## src/rtl/skip_fetch.sv

```systemverilog
module skip_fetch #(
  parameter int OP_W     = 16,
  parameter int ADDR_W   = 16,
  parameter int CLS_W    = 4,
  parameter int MAX_SKIP = 4,
  parameter logic [CLS_W-1:0] JMP_CLS = 4'hA,
  parameter logic [CLS_W-1:0] SKP_CLS = 4'hB,
  parameter logic [ADDR_W-1:0] RESET_PC = '0
) (
  input  logic              clk,
  input  logic              rst_n,
  input  logic              in_valid,
  output logic              in_ready,
  input  logic [OP_W-1:0]   in_data,
  input  logic              cond,
  output logic              out_valid,
  input  logic              out_ready,
  output logic [OP_W-1:0]   out_data,
  output logic              redirect_valid,
  output logic [ADDR_W-1:0] redirect_addr
);
  localparam int OFF_W = OP_W - CLS_W;
  localparam int CNT_W = $clog2(MAX_SKIP + 1);
  localparam int SKC_W = $clog2(MAX_SKIP);

  logic [CNT_W-1:0]  drop_cnt;
  logic [ADDR_W-1:0] pc;

  wire [CLS_W-1:0] cls      = in_data[OP_W-1 -: CLS_W];
  wire [OFF_W-1:0] off      = in_data[OFF_W-1:0];
  wire             is_jmp   = (cls == JMP_CLS);
  wire             is_skp   = (cls == SKP_CLS);
  wire             is_ctl   = is_jmp | is_skp;
  wire             dropping = (drop_cnt != '0);
  wire             accept   = in_valid & in_ready;
  wire             taken    = accept & ~dropping & is_ctl & cond;

  wire short_jmp = ~off[OFF_W-1] && (off != '0) && (off <= OFF_W'(MAX_SKIP));
  wire far_jmp   = taken & is_jmp & ~short_jmp;

  wire [ADDR_W-1:0] off_ext = {{(ADDR_W-OFF_W){off[OFF_W-1]}}, off};
  wire [ADDR_W-1:0] target  = pc + ADDR_W'(1) + off_ext;

  assign in_ready  = (dropping | is_ctl) ? 1'b1 : out_ready;
  assign out_valid = in_valid & ~dropping & ~is_ctl;
  assign out_data  = in_data;

  always_ff @(posedge clk) begin
    if (!rst_n) begin
      drop_cnt       <= '0;
      pc             <= RESET_PC;
      redirect_valid <= 1'b0;
      redirect_addr  <= '0;
    end else begin
      redirect_valid <= far_jmp;
      if (far_jmp) redirect_addr <= target;
      if (accept) pc <= far_jmp ? target : pc + ADDR_W'(1);
      if (taken && is_skp)
        drop_cnt <= CNT_W'(in_data[SKC_W-1:0]) + CNT_W'(1);
      else if (taken && is_jmp && short_jmp)
        drop_cnt <= off[CNT_W-1:0];
      else if (accept && dropping)
        drop_cnt <= drop_cnt - CNT_W'(1);
    end
  end

  assert_ctl_hidden_R7: assert property (@(posedge clk) disable iff (!rst_n)
    out_valid |-> (out_data[OP_W-1 -: CLS_W] != JMP_CLS && out_data[OP_W-1 -: CLS_W] != SKP_CLS));

  assert_passthru_ready_R2: assert property (@(posedge clk) disable iff (!rst_n)
    (in_valid && !dropping && !is_ctl) |-> (in_ready == out_ready));

  assert_skip_silent_R3: assert property (@(posedge clk) disable iff (!rst_n)
    (taken && is_skp) |=> (!out_valid && in_ready));

  assert_window_bound_R3: assert property (@(posedge clk) disable iff (!rst_n)
    drop_cnt <= CNT_W'(MAX_SKIP));

  assert_false_cond_R4: assert property (@(posedge clk) disable iff (!rst_n)
    (accept && !dropping && is_ctl && !cond) |=> (!dropping && !redirect_valid));

  assert_redir_no_window_R6: assert property (@(posedge clk) disable iff (!rst_n)
    redirect_valid |-> !dropping);

  assert_window_no_redir_R8: assert property (@(posedge clk) disable iff (!rst_n)
    (accept && dropping) |=> !redirect_valid);
endmodule

```

## config.mk

```make
export PLATFORM = sky130hd
export DESIGN_NAME = skip_fetch
export DESIGN_NICKNAME = d
export VERILOG_FILES = /design/src/rtl/skip_fetch.sv
export SDC_FILE = /design/constraint.sdc
export NUM_CORES = 1
export LEC_CHECK = 0
export CELL_PAD_IN_SITES_DETAIL_PLACEMENT = 0
export CELL_PAD_IN_SITES_GLOBAL_PLACEMENT = 2
export CORE_MARGIN = 2
export CORE_UTILIZATION = 30
export DETAILED_ROUTE_END_ITERATION = 16
export PLACE_DENSITY = 0.88
export SLEW_MARGIN = 15
export SYNTH_ARGS = -nofsm -noshare
export SYNTH_HDL_FRONTEND = slang
export SYNTH_SLANG_ARGS = --single-unit
```

## constraint.sdc

```tcl
create_clock -name clk -period 3.9 [get_ports clk]
set_clock_uncertainty 0.15 [all_clocks]
set_input_delay 0.78 -clock clk [delete_from_list [all_inputs] [get_ports clk]]
set_output_delay 0.78 -clock clk [all_outputs]
set_load 0.005 [all_outputs]
```

After elaboration in Yosys (flattened, before gate mapping)
Cells that the tools add are included.
- register bits: 36
- bits of input ports: 21
- output and inout port bits: 35
- add/subtract/negate cells: 4
- $lt $le $gt $ge: 1
- equal/unequal tests: 2
- mux-type cells: 5
- bitwise gates (word level): 14
- reductions and logical operators: 9
- operators with widths (cell ; number):
    16-bit by 1-bit adder with 16-bit output, second input constant ; 1
    16-bit adder ; 1
    16-bit two-way mux ; 1
    12-bit by 3-bit <= comparator with 1-bit output, second input constant ; 1
    12-bit nonzero test ; 1
    3-bit two-way mux ; 3
    1-bit AND ; 8
    4-bit equality test, second input constant ; 2
    1-bit logical AND ; 6
    3-bit nonzero test ; 2
    1-bit NOT ; 4
    2-bit by 1-bit adder with 3-bit output, second input constant ; 1
    3-bit by 1-bit subtractor with 3-bit output, second input constant ; 1
    1-bit bitwise OR ; 2
    1-bit two-way mux ; 1

Logic depth before layout (Yosys ltp)
- depth after elaboration: 12
- gate-level depth with buffers: 13

Least setup slack after synthesis
Ideal clock, no wire load.
- kind: register to register
- from: reg pc[0]
- to: reg pc[14]
- library setup time: 0.093 ns
- data arrival time: 2.856 ns
- required time: 3.657 ns
- path slack: 0.800 ns
- cell stages (with the launch flop): 14
- buffers on the path: 1
- path through: dfxtp_1 -> ha_1 -> nand3_2 -> or4_1 -> buf_2 -> nor2_1 -> xor2_1 -> ha_1 -> inv_1 -> o21a_1 -> a21oi_1 -> o21ai_0 -> or4_1 -> o311ai_2
- longest elaborated chain between the ends: 3
- RTL lines (item ; line ; text):
    from (decl) ; 27 ; logic [ADDR_W-1:0] pc;
    from (signal assigned) ; 57 ; if (accept) pc <= far_jmp ? target : pc + ADDR_W'(1);
    16-bit by 1-bit adder with 16-bit output * ; 42, 57 ;
    16-bit adder ; 42 ; wire [ADDR_W-1:0] target = pc + ADDR_W'(1) + off_ext;
    16-bit two-way mux * ; 57 ;
Mark *: on every way between the ends. The rest lies on a longest branch, timed or not.
A chain may end at the register's enable or synchronous reset.

Final worst setup path
- from: reg pc[1]
- to: reg pc[14]
The elaborated chain is that of the path after synthesis.

==> flow_metrics.py <==
metrics = {
    "synth": {
        "yosys_warnings": 0,
        "synth_area_mm2": 0.003052,
        "synth_flop_cell": "dfxtp_1",
        "ys_seq_area_share_pct": 23.62,
        "synth_edf_count": 0,
        "yosysUniqueCellTypes": 62,
        "async_reset_ff_share_pct": 0,
        "syn_inst": 396,
        "synth_fp_nets": 441,
        "synth.avg_cell_area_um2": 7.706,
        "synth-seq-cells": 36,
    },
    "clocking": {
        "cts_inserted_buffers": 5,
        "clock-root-buffer": "clkbuf_8",
        "clk_pin_slew_worst_paths_ns": 0.08,
        "clk-insertion-delay-late_ns": 0.29,
        "htreeDepth": 2,
        "cts-resized-gates": 0,
        "clock_path_buffers": 2,
        "cts_tree": "done",
        "cts_sinks": 36,
        "holdBufCountCts": 0,
        "postCtsSetupBuffers": 0,
    },
    "worst_setup_path": {
        "crit_buf_inv": 0,
        "end_kind": "register",
        "cp.required_ns": 3.95,
        "cp_data_arrival_time_ns": 3.49,
        "crit_family": "simple AND/OR/NAND/NOR gates",
        "crit_path_start_kind": "register",
        "cp_slowest_cell": "or4_1",
        "cp_cell_sequence": "ha_1 > nand3_2 > or4_1 > nor2_1 > xor2_1 > ha_1 > nor2_1 > o21a_1 > a21oi_1 > o21ai_0 > or4_1 > o311ai_2",
        "critical_path_peak_fanout": 5,
        "cp_slowest_stage_delay_ns": 0.62,
        "crit_type": "reg -> reg",
    },
    "global_routing": {
        "grt.total_usage_pct": 15.75,
        "grt_pass1_vias": 2818,
        "antenna_found_initial": 0,
        "grt_max_degree": 31,
        "grt_pass1_wl_mm": 14.09,
        "grt_overflow_total": 0,
    },
    "place": {
        "post-dp-hpwl_mm": 6.590,
        "place_congestion": 0.8700,
        "portBuffers": 55,
        "dp.cells": 556,
        "dp_slack_ns": 0.2923,
    },
    "pwr": {
        "p_total_uw": 1293,
        "cellPowerDensity_mw_per_mm2": 347.2,
        "ir_drop_mv": 0.1494,
        "cellLeakagePower_uw": 0.001446,
    },
    "die": {
        "die_h_um": 104.9,
        "num_rows": 36,
        "core_area_mm2": 0.009819,
        "die_w_um": 104.9,
        "initial_core_util_pct": 31.08,
        "dieArea_mm2": 0.01099,
        "io_pins": 56,
    },
    "sta": {
        "layout_min_cycle_time_ns": 3.439,
        "worst_pin_slew_ns": 0.5992,
        "period_share_pct": 88.18,
        "fin_setup_tns_ns": 0,
        "drv_slew": 0,
        "setup_viol": 0,
        "finalHoldViolations": 0,
        "rsz0062_at_grt": "no",
        "fmax_mhz": 290.8,
        "layout_setup_ws_ns": 0.4610,
        "slew_headroom_pct": 59.78,
    },
    "drt": {
        "first_iter_violations": 139,
        "drtAntennaViolNets": 0,
        "wl_mm": 8.602,
        "num_vias": 2914,
        "vias_per_cell": 5.167,
        "wl_per_cell_um": 15.25,
        "drtPass1Iterations": 4,
        "drcViolationCount": 0,
    },
    "layout": {
        "final_cells": 564,
        "multiInputGateArea_mm2": 0.002069,
        "areaGrowthSynthToFinish_pct": 22.02,
        "ff_latch_area_um2": 720.7,
        "fill_cells": 1066,
        "num-nets-final": 475,
        "drive_gt1_share_pct": 6.729,
        "diodes": 0,
    },
    "min_path": {
        "hp-class": "reg -> reg",
    },
    "run_status": {
        "run_status": "complete, no violations",
    },
    "job": {
        "cap_violations": 0,
    },
}
[area by class of cell]
type / count / area share [%]
clock buffer: 6 / 1.949
clock inverter: 2 / 0.9409
inverter: 11 / 1.109
multi-input combinational: 312 / 55.58
sequential: 36 / 19.35
tap: 133 / 4.469
timing repair buffer: 64 / 16.60
[cells in the mapped netlist (7+ instances only)]
cell type,n,share of area [%]
inv_1,10,1.2
a21o_1,7,1.7
and3_1,7,1.4
xnor2_1,21,6.0
mux2i_1,8,2.6
dfxtp_1,36,24
nand3_1,12,2.0
buf_2,8,1.3
nand2_1,46,5.7
ha_1,23,9.4
nor3_1,10,1.6
clkbuf_1,9,1.1
o21ai_0,28,4.6
nor2_1,25,3.1
buf_4,17,4.2
a21oi_1,43,7.1
[power breakdown]
group          switching (uW)  internal (uW)
clock network             143            190
registers                29.0            398
logic                     283            249
[through the flow]
stage,utilization (%),cell area [um2],hold slack [ns]
floorplan,-,3052,0.3003
detailed placement,36.82,3616,0.2998
CTS,37.92,3724,0.3118
global route,37.92,3724,0.3288
global placement,36.82,3616,0.2929
finish,37.92,3724,0.3073
[routing by layer]
layer	GRT usage [%]	up-vias	part of all wire (%)
li1	-	1472	-
met1	20.77	1372	49
met2	26.39	59	46
met3	2.745	11	3.3
met4	4.286	0	1.6
met5	0	-	0
[cell families (layout without fill, tap and decap cells)]
group                      after synthesis  count (layout)  synth area share, %
DFF                                     36              36                23.62
AOI/OAI and AO/OA                      117             117                23.49
xor gates and xnor gates                27              27                7.749
buffers and inverters                   48              83                8.569
muxes                                   10              10                3.485
adders and majority gates               24              24                10.09
and+or+nand+nor                        134             134                23.00
[worst min-delay path, cell delays in order, from the launching register on]
cell     delay [ns]
dfxtp_1        0.31
nand3_1        0.06
nand2_1        0.04
[flip-flops by register name (all words and copies together) (netlist names)]
signal and flops:
redirect_addr 16, redirect_valid 1, pc 16, drop_cnt 3
[placed cells by master, fill, tap and decap left out, types with 7 or more instances in the layout]
| master | count |
|---|---|
| clkdlybuf4s50_1 | 55 |
| mux2i_1 | 8 |
| buf_4 | 9 |
| nor2_1 | 25 |
| a21oi_1 | 43 |
| inv_1 | 10 |
| nand3_1 | 12 |
| ha_1 | 23 |
| xnor2_1 | 21 |
| nor3_1 | 10 |
| nand2_1 | 46 |
| o21ai_0 | 28 |
| a21o_1 | 7 |
| dfxtp_1 | 36 |
| and3_1 | 7 |
[final timing paths]
| path | to | slack (ns) | from | cells past startpoint |
|---|---|---|---|---|
| hold reg to reg | redirect_addr[11] | 0.31 | redirect_addr[11] | 2 |
| setup / recovery | pc[14] | 0.46 | pc[1] | 12 |
| setup reg to reg | pc[14] | 0.46 | pc[1] | 12 |
| hold / removal | redirect_addr[11] | 0.31 | redirect_addr[11] | 2 |
No activity file was read; power rests on OpenSTA's default activity.
